`config.mk`:
```
export PLATFORM = sky130hd
export DESIGN_NAME = tone_cadence_ctrl
export DESIGN_NICKNAME = d
export VERILOG_FILES = /design/src/rtl/tcad_pkg.sv /design/src/rtl/tcad_timer.sv /design/src/rtl/tcad_phase.sv /design/src/rtl/tcad_irq.sv /design/src/rtl/tone_cadence_ctrl.sv
export SDC_FILE = /design/constraint.sdc
export NUM_CORES = 1
export LEC_CHECK = 0
export ABC_AREA = 1
export BUFFER_PORTS_ARGS = -buffer_cell sky130_fd_sc_hd__buf_2
export CORE_MARGIN = 1.5
export CORE_UTILIZATION = 62
export CTS_CLUSTER_DIAMETER = 30
export DETAILED_ROUTE_END_ITERATION = 16
export HOLD_SLACK_MARGIN = 0.02
export PLACE_DENSITY = 0.9
export SYNTH_ARGS = -nofsm -noshare
export SYNTH_HDL_FRONTEND = slang
export SYNTH_SLANG_ARGS = --single-unit
```
`constraint.sdc`:
```
create_clock -name clk -period 3.6 [get_ports clk]
set_input_delay 0.36 -clock clk [delete_from_list [all_inputs] [get_ports clk]]
set_output_delay 0.36 -clock clk [all_outputs]
set_load 0.01 [all_outputs]
```
`src/rtl/tcad_pkg.sv`:
```
package tcad_pkg;

  typedef enum logic [1:0] {
    PH_IDLE  = 2'd0,
    PH_ON    = 2'd1,
    PH_ZWAIT = 2'd2,
    PH_OFF   = 2'd3
  } phase_t;

  // Tone is audible while timing the on phase or waiting for a crossing.
  function automatic logic tone_on(input phase_t ph);
    return (ph == PH_ON) || (ph == PH_ZWAIT);
  endfunction

endpackage

```
`src/rtl/tcad_timer.sv`:
```
module tcad_timer #(
  parameter int CNT_W = 16
) (
  input  logic             clk,
  input  logic             rst_n,
  input  logic             load_i,
  input  logic [CNT_W-1:0] period_i,
  input  logic             step_i,
  output logic             expire_o,
  output logic [CNT_W-1:0] count_o
);

  logic [CNT_W-1:0] cnt_q;

  // A count of 1 or 0 means this tick is the last one of the phase,
  // so a zero period lasts a single tick.
  function automatic logic at_end(input logic [CNT_W-1:0] c);
    return c <= CNT_W'(1);
  endfunction

  assign expire_o = step_i && at_end(cnt_q);
  assign count_o  = cnt_q;

  always_ff @(posedge clk) begin
    if (!rst_n) begin
      cnt_q <= '0;
    end else if (load_i) begin
      cnt_q <= period_i;
    end else if (step_i) begin
      if (at_end(cnt_q)) cnt_q <= period_i;
      else               cnt_q <= cnt_q - CNT_W'(1);
    end
  end

endmodule

```
`src/rtl/tcad_phase.sv`:
```
module tcad_phase
  import tcad_pkg::*;
(
  input  logic   clk,
  input  logic   rst_n,
  input  logic   run_en,
  input  logic   tick_8k,
  input  logic   on_tmr_en,
  input  logic   off_tmr_en,
  input  logic   zc_hold_en,
  input  logic   osc_zero_x,
  input  logic   on_exp,
  input  logic   off_exp,
  output phase_t phase_o,
  output logic   on_step,
  output logic   off_step,
  output logic   on_load,
  output logic   off_load
);

  phase_t ph_q, ph_d;

  assign phase_o  = ph_q;
  assign on_step  = run_en && tick_8k && on_tmr_en  && (ph_q == PH_ON);
  assign off_step = run_en && tick_8k && off_tmr_en && (ph_q == PH_OFF);

  always_comb begin
    ph_d     = ph_q;
    on_load  = 1'b0;
    off_load = 1'b0;
    if (!run_en) begin
      ph_d = PH_IDLE;
    end else begin
      unique case (ph_q)
        PH_IDLE: begin
          ph_d     = PH_ON;
          on_load  = 1'b1;
          off_load = 1'b1;
        end
        PH_ON: begin
          if (on_exp) begin
            if (zc_hold_en) begin
              ph_d = PH_ZWAIT;
            end else begin
              ph_d     = PH_OFF;
              off_load = 1'b1;
            end
          end
        end
        PH_ZWAIT: begin
          if (osc_zero_x) begin
            ph_d     = PH_OFF;
            off_load = 1'b1;
          end
        end
        PH_OFF: begin
          if (off_exp) begin
            ph_d    = PH_ON;
            on_load = 1'b1;
          end
        end
        default: ph_d = PH_IDLE;
      endcase
    end
  end

  always_ff @(posedge clk) begin
    if (!rst_n) ph_q <= PH_IDLE;
    else        ph_q <= ph_d;
  end

endmodule

```
`src/rtl/tcad_irq.sv`:
```
module tcad_irq #(
  parameter int NCH = 2
) (
  input  logic           clk,
  input  logic           rst_n,
  input  logic [NCH-1:0] set_i,
  input  logic [NCH-1:0] clr_i,
  input  logic [NCH-1:0] en_i,
  output logic [NCH-1:0] pend_o,
  output logic           irq_o
);

  logic [NCH-1:0] pend_q;

  for (genvar g = 0; g < NCH; g++) begin : g_ch
    // A fresh event outranks a clear in the same cycle.
    always_ff @(posedge clk) begin
      if (!rst_n) pend_q[g] <= 1'b0;
      else        pend_q[g] <= set_i[g] | (pend_q[g] & ~clr_i[g]);
    end
  end

  assign pend_o = pend_q;
  assign irq_o  = |(pend_q & en_i);

endmodule

```
`src/rtl/tone_cadence_ctrl.sv`:
```
module tone_cadence_ctrl
  import tcad_pkg::*;
#(
  parameter int CNT_W = 16
) (
  input  logic             clk,
  input  logic             rst_n,
  input  logic             run_en,
  input  logic             on_tmr_en,
  input  logic             off_tmr_en,
  input  logic             zc_hold_en,
  input  logic [CNT_W-1:0] on_period,
  input  logic [CNT_W-1:0] off_period,
  input  logic             on_irq_en,
  input  logic             off_irq_en,
  input  logic             on_pend_clr,
  input  logic             off_pend_clr,
  input  logic             tick_8k,
  input  logic             tick_16k,
  input  logic             osc_zero_x,
  output logic             osc_en,
  output logic             sig_active,
  output logic             on_pend,
  output logic             off_pend,
  output logic             irq
);

  localparam int NCH = 2;

  // Named internal events, visible to the bound checker.
  phase_t           phase;
  logic             on_step, off_step, on_load, off_load;
  logic             on_exp, off_exp;
  logic [CNT_W-1:0] on_cnt, off_cnt;
  logic [NCH-1:0]   pend_vec;
  logic             osc_en_q;

  tcad_phase u_phase (
    .clk        (clk),
    .rst_n      (rst_n),
    .run_en     (run_en),
    .tick_8k    (tick_8k),
    .on_tmr_en  (on_tmr_en),
    .off_tmr_en (off_tmr_en),
    .zc_hold_en (zc_hold_en),
    .osc_zero_x (osc_zero_x),
    .on_exp     (on_exp),
    .off_exp    (off_exp),
    .phase_o    (phase),
    .on_step    (on_step),
    .off_step   (off_step),
    .on_load    (on_load),
    .off_load   (off_load)
  );

  tcad_timer #(.CNT_W(CNT_W)) u_on_tmr (
    .clk      (clk),
    .rst_n    (rst_n),
    .load_i   (on_load),
    .period_i (on_period),
    .step_i   (on_step),
    .expire_o (on_exp),
    .count_o  (on_cnt)
  );

  tcad_timer #(.CNT_W(CNT_W)) u_off_tmr (
    .clk      (clk),
    .rst_n    (rst_n),
    .load_i   (off_load),
    .period_i (off_period),
    .step_i   (off_step),
    .expire_o (off_exp),
    .count_o  (off_cnt)
  );

  tcad_irq #(.NCH(NCH)) u_irq (
    .clk    (clk),
    .rst_n  (rst_n),
    .set_i  ({off_exp, on_exp}),
    .clr_i  ({off_pend_clr, on_pend_clr}),
    .en_i   ({off_irq_en, on_irq_en}),
    .pend_o (pend_vec),
    .irq_o  (irq)
  );

  // Oscillator enable follows the phase only at oscillator update strobes.
  always_ff @(posedge clk) begin
    if (!rst_n)        osc_en_q <= 1'b0;
    else if (!run_en)  osc_en_q <= 1'b0;
    else if (tick_16k) osc_en_q <= tone_on(phase);
  end

  assign osc_en     = osc_en_q;
  assign sig_active = tone_on(phase);
  assign on_pend    = pend_vec[0];
  assign off_pend   = pend_vec[1];

endmodule

```
# Yosys cells after proc, flatten, opt, wreduce, memory -nomap -nowiden
# Index checks and enable logic that the tools add are counted.
# op_classes
add_sub_neg	2
n_mul	0
div	0
magnitude_cmp	2
n_eq_ne	6
shifts	0
n_mux	19
bitwise_logic	7
n_reduce_logical	14
# op_table
operator	count
two-way mux 16 bit	6
less-or-equal comparator 16 x 1 -> 1 bit, second input constant	2
subtractor 16 x 1 -> 16 bit, second input constant	2
case mux 2 bit (4 select lines)	1
logical AND 1 bit	7
two-way mux 1 bit	7
two-way mux 2 bit	3
inequality test 2 bit, second input constant	3
equality test 2 bit, second input constant	2
nonzero test 2 bit	2
case mux 1 bit (3 select lines)	1
AND reduction 3 bit	1
bitwise AND 1 bit	2
bitwise AND 2 bit	1
equality test 2 x 1 -> 1 bit, second input constant	1
zero test 2 bit	1
inverter 1 bit	2
bitwise OR 1 bit	2
case mux 1 bit (2 select lines)	1
AND reduction 2 bit	1
OR reduction 2 bit	1
logical OR 1 bit	1
# totals
register_bits	37
latchBits	0
ramBits	0
mem_bits_ro	0
memories	0

# Logic depth before layout (Yosys ltp)
# Gate-level depths: netlist (run 1).
# depth
ltp_word	8
mapped_depth	13
depth_no_buf	13

# Modules after synthesis
# From an unflattened synthesis (run 1), not the netlist that was laid out.
# unflattened
hier_cells	443
hier_area_um2	2971.6
# by_module_without_submodules
mod	instances	cells_each	area_per_inst_um2
tcad_timer (u_on_tmr)	1	188	1323.8
tcad_timer (u_off_tmr)	1	189	1248.7
tcad_phase	1	40	249.0
tcad_irq	1	14	87.6
tone_cadence_ctrl	1	12	62.6

# Least setup slack after synthesis (run 1)
# OpenSTA, ideal clock, no wires.
# synth_path
path_kind	register to register
start	reg u_phase.ph_q[0], in the netlist u_phase.phase_o[0]
end	reg u_on_tmr.cnt_q[8], in the netlist u_on_tmr.count_o[8]
t_arrival_ns	1.590
slack_ns	1.895
stages_incl_launch_ff	10
n_path_buf	1
synth_period_minus_slack_ns	1.705
cell_sequence	dfxtp_1 inv_1 ha_1 nor2_2 nand2_4 nand2_4 buf_6 nand2_1 a21oi_1 nor2_1
# synth_via
elab_chain_len	7
# synth_rtl
element	line_no	rtl
from (decl)	tcad_phase.sv:21	phase_t ph_q, ph_d;
from (signal assigned)	tcad_phase.sv:69	else ph_q <= ph_d;
equality test 2 bit	tcad_phase.sv:25, tcad_phase.sv:34	
logical AND 1 bit	tcad_phase.sv:25	assign off_step = run_en && tick_8k && off_tmr_en && (ph_q == PH_OFF);
logical AND 1 bit	tcad_timer.sv:21	assign expire_o = step_i && at_end(cnt_q);
two-way mux 1 bit	tcad_phase.sv:57	if (off_exp) begin
case mux 1 bit (2 select lines)	tcad_phase.sv:34	unique case (ph_q)
two-way mux 1 bit	tcad_phase.sv:31	if (!run_en) begin
two-way mux 16 bit / nonzero test 2 bit (equally long branches)	n/a	
to (signal assigned)	tcad_timer.sv:28	cnt_q <= period_i;
to (signal assigned)	tcad_timer.sv:30	if (at_end(cnt_q)) cnt_q <= period_i;
to (signal assigned)	tcad_timer.sv:31	else cnt_q <= cnt_q - CNT_W'(1);
to (decl)	tcad_timer.sv:13	logic [CNT_W-1:0] cnt_q;
# Parallel ways exist; a longest one is shown, timed or not.
# A chain may end at the register's enable or synchronous reset.

# Worst setup path after layout (run 1)
# layout_path
start	reg u_phase.ph_q[1], in the netlist u_phase.phase_o[1]
end	reg u_off_tmr.cnt_q[8], in the netlist u_off_tmr.count_o[8]
# layout_via
elab_chain_len	7
# layout_rtl
element	line_no	rtl
equality test 2 x 1 -> 1 bit	tcad_phase.sv:24, tcad_phase.sv:34	
logical AND 1 bit	tcad_phase.sv:24	assign on_step = run_en && tick_8k && on_tmr_en && (ph_q == PH_ON);
logical AND 1 bit	tcad_timer.sv:21	
two-way mux 1 bit	tcad_phase.sv:41	if (on_exp) begin
case mux 1 bit (3 select lines)	tcad_phase.sv:34	
two-way mux 1 bit	tcad_phase.sv:31	
two-way mux 16 bit / nonzero test 2 bit (equally long branches)	n/a	
to (signal assigned)	tcad_timer.sv:28	
to (signal assigned)	tcad_timer.sv:30	
to (signal assigned)	tcad_timer.sv:31	
to (decl)	tcad_timer.sv:13	
# Parallel ways exist; a longest one is shown, timed or not.

==> results of run 1 <==
per-layer routing:
metal / vias to the layer above / share of wire [%] / track usage [%] / routed length [microns]
met5: - / 0 / 0 / 0
met4: 0 / 3.0 / 16.9 / 230
met3: 24 / 4.5 / 5.08 / 348
met2: 103 / 51 / 55.9 / 3900
met1: 1509 / 42 / 31.8 / 3190
li1: 1761 / - / - / -
cell type report:
| class | instances | area share [%] |
|---|---|---|
| multi-input combinational | 434 | 61.3 |
| sequential | 37 | 21.7 |
| timing repair buffer | 49 | 7.17 |
| inverter | 44 | 4.83 |
| clock buffer | 7 | 2.53 |
| tap | 67 | 2.45 |
stage by stage:
step                      setup WS (ps)  std cells  utilization, %  hold WS (ps)  instance area (sq um)
final                              1400        638            71.4           309                   3420
after global routing               1180        638            71.4           344                   3420
after CTS                          1450        638            71.4           309                   3420
after detailed placement           1470        631            69.6           466                   3330
after global placement             1550        631            69.6           468                   3330
after floorplan                    1900        530               -           464                   3100
cells by family after synthesis:
kind of cell,synth area share [%]
xor+xnor,3.39
buf+inv,8.58
fa+ha+maj,3.22
simple gates,49.3
flops,23.9
mux,0.322
compound gates,11.3
worst reg2reg max path, delay by kind of cell (launching register included):
kind | cells | cell delay (ps)
buf+inv | 2 | 260
flops | 1 | 350
simple gates | 8 | 1280
fa+ha+maj | 1 | 190
worst max-delay path by stage:
stage	end	slack [ps]	cells after the start
after floorplan	u_on_tmr.count_o[8]	1900	9
after global placement	u_off_tmr.count_o[3]	1550	11
after detailed placement	u_off_tmr.count_o[9]	1470	11
after CTS	u_off_tmr.count_o[8]	1450	11
after global routing	u_off_tmr.count_o[14]	1180	11
final	u_off_tmr.count_o[8]	1400	11
state kept, by name, summed over array words and instances, names as in the netlist:
register,flops
u_phase.phase_o,2
u_irq.pend_o,2
u_off_tmr.count_o,16
osc_en,1
u_on_tmr.count_o,16
power by group through the flow:
stage / registers, uW / clock network (uW) / logic (uW)
after detailed placement: 533 / 0 / 752
after global placement: 531 / 0 / 728
final: 526 / 307 / 766
after CTS: 524 / 308 / 758
after global routing: 535 / 324 / 870
after floorplan: 518 / 0 / 628
layout by cell type, fill, tap and decap left out:
master                       n
sky130_fd_sc_hd__nand2_1   167
sky130_fd_sc_hd__nor2_1    100
sky130_fd_sc_hd__buf_2      49
sky130_fd_sc_hd__inv_1      43
sky130_fd_sc_hd__nand3_1    43
sky130_fd_sc_hd__dfxtp_1    37
sky130_fd_sc_hd__o21ai_1    28
sky130_fd_sc_hd__a21oi_1    17
sky130_fd_sc_hd__o21ai_0    13
sky130_fd_sc_hd__nor2_2      8
sky130_fd_sc_hd__ha_1        8
sky130_fd_sc_hd__xor2_1      7
sky130_fd_sc_hd__nand3b_1    7
sky130_fd_sc_hd__nand2_4     6
sky130_fd_sc_hd__clkbuf_8    6
sky130_fd_sc_hd__nor2_4      5
sky130_fd_sc_hd__nand2_2     5
sky130_fd_sc_hd__xnor2_1     5
sky130_fd_sc_hd__nor3_1      3
sky130_fd_sc_hd__o21ai_2     2
sky130_fd_sc_hd__a21oi_2     2
sky130_fd_sc_hd__nand4_1     2
sky130_fd_sc_hd__a22o_1      1
sky130_fd_sc_hd__nand4_2     1
sky130_fd_sc_hd__inv_2       1
sky130_fd_sc_hd__nand3_2     1
sky130_fd_sc_hd__o21ai_4     1
sky130_fd_sc_hd__and3_1      1
sky130_fd_sc_hd__mux2i_1     1
sky130_fd_sc_hd__clkbuf_1    1
==> impl_metrics.tcl, run 1 <==
set metrics [dict create \
    worst_ir_drop_vdd_v 0.000236 \
    htree_levels 2 \
    synth_commonest_cells "sky130_fd_sc_hd__nand2_1 (167), sky130_fd_sc_hd__nor2_1 (100), sky130_fd_sc_hd__inv_1 (43), sky130_fd_sc_hd__nand3_1 (43), sky130_fd_sc_hd__dfxtp_1 (37)" \
    synth_fp_nets 583 \
    tritoncts_num_sinks 37 \
    timing.hold.worst_path_depth 4 \
    critical_path_peak_fanout 20 \
    worst_clock_skew_ps 10.9 \
    power.share.sequential_pct 32.9 \
    timing.slew.headroom_pct 52.5 \
    first_iter_violations 214 \
    rsz0062_at_grt "no" \
    finalWeightedCongestion 0.957 \
    die-height_microns 73.8 \
    synth.yosys.seq_area_share_pct 23.9 \
    clockBufferDepth 2 \
    cts_repair_resize_count 0 \
    worst_path_most_repeated_cell "sky130_fd_sc_hd__nand2_4" \
    synth_cell_types 30 \
    critPathArrivalTime_ps 2380 \
    detailroute.via_count 3397 \
    final_report_hold_violation_count 0 \
    ys_dominant_reg_cell "sky130_fd_sc_hd__dfxtp_1" \
    clock_latency_at_the_later_pin_of_the_worst_skew_pair_ps 300 \
    setup-violations-final 0 \
    cp_top_family "simple AND/OR/NAND/NOR gates" \
    via_per_inst 5.32 \
    worstSetupEndpointType "flop" \
    grt_max_degree 33 \
    wire_length_of_the_first_global_routing_pass_microns 13000 \
    initial_utilization_pct 64.9 \
    numPortBuffers 49 \
    count_of_flip_flops_with_a_built_in_enable_after_synthesis 0 \
    worstMarginPinSlew_ps 710 \
    cell_chain_of_the_critical_path "inv_1 > ha_1 > nand2_1 > nor2_2 > nand4_2 > nand2_4 > nand2_4 > nand2_4 > inv_2 > nor2_1 > nor2_1" \
    route.detailed.drc 0 \
    drv.max_cap_violation_count 0 \
    multiInputGateArea_sq_um 2100 \
    total_power_uw 1600 \
    postSynthCellCount 530 \
    power.static_leakage_uw 0.00172 \
    fp-row-count 25 \
    cp.required_ps 3780 \
    synthesis.area_per_instance_sq_um 5.86 \
    dr.pass1.iters 4 \
    antenna_cells_inserted 0 \
    drive_above_1_share_pct 15.2 \
    tritoncts "done" \
    run_status "finished clean" \
    timing_worst_setup_path_type "flop to flop" \
    crit_start "u_phase.phase_o[1]" \
    max_freq_mhz 454 \
    min_delay_src "on_pend_clr" \
    grt_overflow_total 0 \
    power.clock.fraction_pct 19.2 \
    hpwlAfterDp_microns 5500 \
    total_global_route_track_usage_pct 30.1 \
    crit_slowest_cell "sky130_fd_sc_hd__dfxtp_1" \
    dieWidth_microns 73.8 \
    r2r_setup_slack_ps 1400 \
    number_of_global_route_vias_before_repair 3181 \
    rr_startpoint "u_phase.phase_o[1]" \
    post-route-min-period_ps 2200 \
    hold_buffers 0 \
    power.switching_uw 706 \
    final_net_count 624 \
    detail-route-antenna-nets 0 \
    synth.top_cell.area_share_pct 23.9 \
    ys_ff_latch 37 \
    antenna_violations_before_repair 0 \
    area_growth_syn_to_layout_pct 10.1 \
    post-synth-top-count-cell "sky130_fd_sc_hd__nand2_1" \
    number_of_buffers_added_by_the_clock_tree_synthesis_step 5 \
    timing.hold.worst.class "primary input to flop" \
    postCtsSetupRepairBufs 0 \
    num_io_pins 50 \
    whs_endpoint "u_irq.pend_o[0]" \
    pwr-share-comb_pct 47.9 \
    asyncSetResetFlopFracSynth_pct 0 \
    core-area_sq_um 4790 \
    swShare_pct 44.2 \
    critical_path.max_stage_delay_ps 350 \
    synth.cell_area_sq_um 3100 \
    postRouteWirelength_microns 7670 \
    final-seq-area_sq_um 741 \
    synth_area_leaders "sky130_fd_sc_hd__dfxtp_1 (24%), sky130_fd_sc_hd__nand2_1 (20%), sky130_fd_sc_hd__nor2_1 (12%), sky130_fd_sc_hd__nand3_1 (6.9%), sky130_fd_sc_hd__inv_1 (5.2%)" \
    drv_slew 0 \
    r2r_end "u_off_tmr.count_o[8]" \
    floorplan.die_area_sq_um 5440 \
    post_drt_wl_per_cell_microns 12.0 \
    ff2ff_path_depth 11 \
    root_buffer "sky130_fd_sc_hd__clkbuf_8" \
    power.density_cell_area_nw_per_um2 468 \
    worstPathBufferInverterCount 2 \
    synth.largest_area_cell "sky130_fd_sc_hd__dfxtp_1" \
    period_share_pct 61.1 \
    worst_setup_hold_path_clk_slew_ps 70 \
    ys_warn_count 0 \
    totalNegativeSetupSlack_ps 0 \
    num-fill-cells 431 \
    power.internal_uw 893 \
    worstSetupStartpointType "flop" \
]
Power figures use the tool's default switching activity.
==> inputs of run 2 (changes only) <==
--- a/config.mk
+++ b/config.mk
@@ -8,11 +8,11 @@
 export ABC_AREA = 1
 export BUFFER_PORTS_ARGS = -buffer_cell sky130_fd_sc_hd__buf_2
 export CORE_MARGIN = 1.5
-export CORE_UTILIZATION = 62
+export CORE_UTILIZATION = 52
 export CTS_CLUSTER_DIAMETER = 30
 export DETAILED_ROUTE_END_ITERATION = 16
 export HOLD_SLACK_MARGIN = 0.02
-export PLACE_DENSITY = 0.9
+export PLACE_DENSITY = 0.81
 export SYNTH_ARGS = -nofsm -noshare
 export SYNTH_HDL_FRONTEND = slang
 export SYNTH_SLANG_ARGS = --single-unit
==> constraint.sdc (replaced) <==
create_clock -name clk -period 2 [get_ports clk]
set_input_delay 0.2 -clock clk [delete_from_list [all_inputs] [get_ports clk]]
set_output_delay 0.2 -clock clk [all_outputs]
set_load 0.01 [all_outputs]
==> impl_metrics.tcl, run 2 (synthesized netlist as in run 1, its figures left out) <==
set metrics [dict create \
    area_growth_syn_to_layout_pct 16.2 \
    tritoncts_num_sinks 37 \
    number_of_global_route_vias_before_repair 3212 \
    most_common_library_cell_in_the_layout_ignoring_fill_and_taps "sky130_fd_sc_hd__nand2_1" \
    clock_latency_at_the_later_pin_of_the_worst_skew_pair_ps 290 \
    drv_slew 0 \
    most-common-layout-cells "sky130_fd_sc_hd__nand2_1 (166), sky130_fd_sc_hd__nor2_1 (100), sky130_fd_sc_hd__buf_2 (49)" \
    die-height_microns 80.3 \
    antenna_violations_before_repair 0 \
    detail-route-antenna-nets 0 \
    final_core_util_pct 63.9 \
    wire_length_of_the_first_global_routing_pass_microns 13800 \
    drive_above_1_share_pct 18.5 \
    antenna_cells_inserted 0 \
    initial_utilization_pct 55.0 \
    timing.hold.worst.class "primary input to flop" \
    worst_clock_skew_ps 11.0 \
    postRouteWirelength_microns 8150 \
    num_io_pins 50 \
    rsz0062_at_grt "no" \
    total_global_route_track_usage_pct 26.4 \
    layout.cells.non_filler 660 \
    post_drt_wl_per_cell_microns 12.3 \
    worst_path_most_repeated_cell "sky130_fd_sc_hd__nand2_4" \
    finalWeightedCongestion 0.905 \
    clockBufferDepth 2 \
    number_of_buffers_added_by_the_clock_tree_synthesis_step 5 \
    worst_setup_hold_path_clk_slew_ps 90 \
    drv.max_cap_violation_count 0 \
    worst_ir_drop_vdd_v 0.000563 \
    root_buffer "sky130_fd_sc_hd__clkbuf_8" \
    final_net_count 640 \
    hpwlAfterDp_microns 5850 \
    setup-violations-final 0 \
    placed_cells_incl_taps 649 \
    cell_chain_of_the_critical_path "inv_1 > ha_1 > nand2_4 > nor2_4 > nand4_2 > nand2_4 > nand2_4 > buf_4 > o21ai_0 > nand2_1 > nor2_1 > nor2_1" \
    power.density_cell_area_nw_per_um2 820 \
    route.detailed.drc 0 \
    power.static_leakage_uw 0.00180 \
    core-area_sq_um 5640 \
    dr.pass1.iters 5 \
    fp-row-count 27 \
    critical_path_peak_fanout 19 \
    dieWidth_microns 80.3 \
    floorplan.die_area_sq_um 6440 \
    final_report_hold_violation_count 0 \
    grt_overflow_total 0 \
    post-route-min-period_ps 1850 \
    detailroute.via_count 3453 \
    hold_buffers 0 \
    timing_worst_setup_path_type "flop to flop" \
    via_per_inst 5.23 \
    first_iter_violations 127 \
    grt_max_degree 33 \
    numPortBuffers 49 \
    worstSetupStartpointType "flop" \
    worstMarginPinSlew_ps 562 \
    crit_slowest_cell "sky130_fd_sc_hd__dfxtp_1" \
    worstSetupEndpointType "flop" \
    totalNegativeSetupSlack_ps 0 \
    cp.required_ps 2180 \
    run_status "finished clean" \
    period_share_pct 92.3 \
    critical_path.max_stage_delay_ps 340 \
    max_freq_mhz 541 \
    htree_levels 2 \
    critPathArrivalTime_ps 2030 \
    tritoncts "done" \
    timing.slew.headroom_pct 62.6 \
]
[run 2: cell types whose count changed in the layout (fill, tap and decap cells not counted), moves of 2 or more]
cell                       delta
sky130_fd_sc_hd__buf_4       +15
sky130_fd_sc_hd__clkinv_2     +2
sky130_fd_sc_hd__ha_1         -2
sky130_fd_sc_hd__ha_2         +2
sky130_fd_sc_hd__nand2_2      -2
sky130_fd_sc_hd__nand2_8      +2
sky130_fd_sc_hd__o21ai_4      +2
[run 2: report_power, final]
group          internal [uW]  leakage (uW)  switching (uW)
clock network            241     0.0000439             289
registers                831      0.000305             116
logic                    569       0.00146             913
[run 2: critical path, delay by kind of cell, from the launching register on]
| kind | cells | cell delay [ps] |
|---|---|---|
| simple gates | 8 | 780 |
| flops | 1 | 340 |
| buf+inv | 2 | 300 |
| fa+ha+maj | 1 | 230 |
| compound gates | 1 | 100 |
[run 2: area by class of cell]
class | count | area, sq um
timing repair buffer | 64 | 358
clock buffer | 5 | 68.8
sequential | 37 | 742
fill | 545 | 2030
tap | 72 | 90.1
clock inverter | 3 | 17.5
inverter | 44 | 165
multi-input combinational | 435 | 2170
[run 2: metrics by stage]
| stage | setup slack, ps | hold slack (ps) | area [sq um] | power [uW] |
|---|---|---|---|---|
| after floorplan | 295 | 340 | 3100 | 2060 |
| after global placement | 175 | 458 | 3440 | 2330 |
| after detailed placement | 79.8 | 467 | 3440 | 2370 |
| after CTS | 76.9 | 155 | 3520 | 2910 |
| after global routing | 15.3 | 184 | 3610 | 3230 |
| final | 153 | 164 | 3610 | 2960 |
[run 2: path summary, 6_finish.rpt]
kind / start / to / slack (ps) / depth (start not counted)
hold reg to reg: u_off_tmr.count_o[1] / u_off_tmr.count_o[1] / 500 / 2
setup / recovery: u_phase.phase_o[1] / u_off_tmr.count_o[14] / 150 / 12
hold / removal: on_pend_clr / u_irq.pend_o[0] / 160 / 4
setup reg to reg: u_phase.phase_o[1] / u_off_tmr.count_o[14] / 150 / 12
[run 2: layer usage]
layer  share of wire, %  GRT usage, %  up-vias  routed length (microns)
met5                  0             0        -                        0
met4                2.0          7.59        0                      166
met3                5.0          4.32       20                      406
met2                 51          50.9      107                     4190
met1                 42          29.1     1536                     3390
li1                   -             -     1790                        -
[run 2: timing repair]
| item | in CTS | in global routing |
|---|---|---|
| endpoints found under the hold margin | 0 | 0 |
| setup buffers | 0 | 2 |
| gates resized for setup | 0 | 12 |
| endpoints found under the setup margin | 0 | 18 |
==> inputs of run 3 (changes only) <==
--- a/config.mk
+++ b/config.mk
@@ -8,11 +8,12 @@
 export ABC_AREA = 1
 export BUFFER_PORTS_ARGS = -buffer_cell sky130_fd_sc_hd__buf_2
 export CORE_MARGIN = 1.5
-export CORE_UTILIZATION = 52
+export CORE_UTILIZATION = 62
 export CTS_CLUSTER_DIAMETER = 30
 export DETAILED_ROUTE_END_ITERATION = 16
 export HOLD_SLACK_MARGIN = 0.02
-export PLACE_DENSITY = 0.81
+export PLACE_DENSITY = 0.9
+export SKIP_LAST_GASP = 1
 export SYNTH_ARGS = -nofsm -noshare
 export SYNTH_HDL_FRONTEND = slang
 export SYNTH_SLANG_ARGS = --single-unit
==> constraint.sdc (replaced) <==
create_clock -name clk -period 2.39 [get_ports clk]
set_input_delay 0.239 -clock clk [delete_from_list [all_inputs] [get_ports clk]]
set_output_delay 0.239 -clock clk [all_outputs]
set_load 0.01 [all_outputs]
==> impl_metrics.tcl, run 3 (synthesized netlist as in run 1, its figures left out) <==
set metrics [dict create \
    worstSetupStartpointType "flop" \
    fp-row-count 25 \
    min_delay_src "on_pend_clr" \
    route.detailed.drc 0 \
    worst_clock_skew_ps 7.19 \
    placement.setup.worst_slack_ps 269 \
    tritoncts "done" \
    post_drt_wl_per_cell_microns 12.2 \
    critPathArrivalTime_ps 2360 \
    crit_slowest_cell "sky130_fd_sc_hd__dfxtp_1" \
    most-common-layout-cells "sky130_fd_sc_hd__nand2_1 (167), sky130_fd_sc_hd__nor2_1 (100), sky130_fd_sc_hd__buf_2 (49)" \
    rr_startpoint "u_phase.phase_o[1]" \
    first_iter_violations 248 \
    cp.required_ps 2630 \
    r2r_end "u_off_tmr.count_o[10]" \
    period_share_pct 88.5 \
    finalWeightedCongestion 0.964 \
    area_growth_syn_to_layout_pct 11.5 \
    holdWs_ps 182 \
    grt-busiest-layer "met2" \
    antenna_violations_before_repair 0 \
    max_freq_mhz 473 \
    die-height_microns 73.8 \
    use_met3_pct 4.53 \
    grt_overflow_total 0 \
    power.static_leakage_uw 0.00174 \
    floorplan.die_area_sq_um 5440 \
    clockBufferDepth 2 \
    ff2ff_path_depth 11 \
    tritoncts_num_sinks 37 \
    hpwlAfterDp_microns 5710 \
    num-fill-cells 448 \
    detailroute.via_count 3482 \
    drv_slew 0 \
    groute.layer.met2.usage_pct 56.9 \
    timing.slew.headroom_pct 58.5 \
    htree_levels 2 \
    drive_above_1_share_pct 16.1 \
    cell_chain_of_the_critical_path "inv_1 > ha_1 > nand2_1 > nor2_2 > nand4_2 > nand2_4 > nand2_4 > nand2_8 > inv_2 > nand2_1 > a21oi_1" \
    final_net_count 628 \
    core-area_sq_um 4790 \
    root_buffer "sky130_fd_sc_hd__clkbuf_8" \
    clock_latency_at_the_later_pin_of_the_worst_skew_pair_ps 310 \
    grt_use_met1_pct 33.8 \
    number_of_buffers_added_by_the_clock_tree_synthesis_step 5 \
    postCtsSetupRepairBufs 0 \
    power.density_cell_area_nw_per_um2 703 \
    worst_setup_hold_path_clk_slew_ps 90 \
    timing.hold.worst.class "primary input to flop" \
    critical_path_peak_fanout 20 \
    initial_utilization_pct 64.9 \
    grt_max_degree 33 \
    post-route-min-period_ps 2120 \
    postRouteWirelength_microns 7820 \
    numPortBuffers 49 \
    most_common_library_cell_in_the_layout_ignoring_fill_and_taps "sky130_fd_sc_hd__nand2_1" \
    setup-violations-final 0 \
    worst_ir_drop_vdd_v 0.000366 \
    rsz0062_at_grt "no" \
    whs_endpoint "u_irq.pend_o[0]" \
    totalNegativeSetupSlack_ps 0 \
    run_status "finished clean" \
    wire_length_of_the_first_global_routing_pass_microns 13300 \
    num_io_pins 50 \
    dieWidth_microns 73.8 \
    final_report_hold_violation_count 0 \
    antenna_cells_inserted 0 \
    detail-route-antenna-nets 0 \
    timing.hold.worst_path_depth 4 \
    dr.pass1.iters 5 \
    worst_slack_ps 275 \
    drv.max_cap_violation_count 0 \
    via_per_inst 5.42 \
    worstMarginPinSlew_ps 620 \
    worstSetupEndpointType "flop" \
    number_of_global_route_vias_before_repair 3220 \
    critical_path.max_stage_delay_ps 390 \
    r2r_setup_slack_ps 270 \
    total_global_route_track_usage_pct 30.8 \
    timing_worst_setup_path_type "flop to flop" \
]
## run 3: worst max-delay path by stage
| stage | from | endpoint | slack, ps | cells past startpoint |
|---|---|---|---|---|
| after floorplan | u_phase.phase_o[0] | u_on_tmr.count_o[8] | 690 | 9 |
| after global placement | u_on_tmr.count_o[0] | u_off_tmr.count_o[10] | 360 | 11 |
| after detailed placement | u_phase.phase_o[1] | u_off_tmr.count_o[9] | 270 | 11 |
| after CTS | u_phase.phase_o[1] | u_off_tmr.count_o[1] | 260 | 11 |
| after global routing | u_phase.phase_o[1] | u_off_tmr.count_o[9] | 7 | 11 |
| final | u_phase.phase_o[1] | u_off_tmr.count_o[10] | 270 | 11 |
## run 3: routing by layer
metal	share of wire [%]	wire length, microns
met1	41	3180
met2	51	4030
met3	4.4	344
met4	3.4	267
met5	0	0
## run 3: worst max-delay path, delay by kind of cell, from the launching register on
family | cells | cell delay (ps)
simple gates | 7 | 960
flops | 1 | 390
buf+inv | 2 | 340
fa+ha+maj | 1 | 210
compound gates | 1 | 140
## run 3: cell type report
class / count / area (sq um) / share of cell area, %
clock buffers: 5 / 68.8 / 1.99
clock inverters: 3 / 22.5 / 0.651
inverters: 44 / 165 / 4.77
multi-input cells: 434 / 2110 / 60.8
flip-flops and latches: 37 / 741 / 21.4
well taps: 67 / 83.8 / 2.42
repair buffers: 53 / 275 / 7.95
## run 3: through the flow
stage	cells	utilization [%]	area (sq um)	total power (uW)
6_report	643	72.3	3460	2430
3_3_place_gp	635	70.2	3360	1910
5_1_grt	643	72.3	3460	2640
2_1_floorplan	530	-	3100	1730
4_1_cts	643	72.2	3450	2420
3_5_place_dp	635	70.2	3360	1950
## run 3: timing repair
action                                  4_1_cts  5_1_grt
hold buffers                                  0        0
gates resized for setup                       0        1
endpoints found under the setup margin        0       11
## run 3: power breakdown
part	internal (uW)	switching, uW
sequential	695	96.1
clock	207	264
combinational	429	742
total	1330	1100
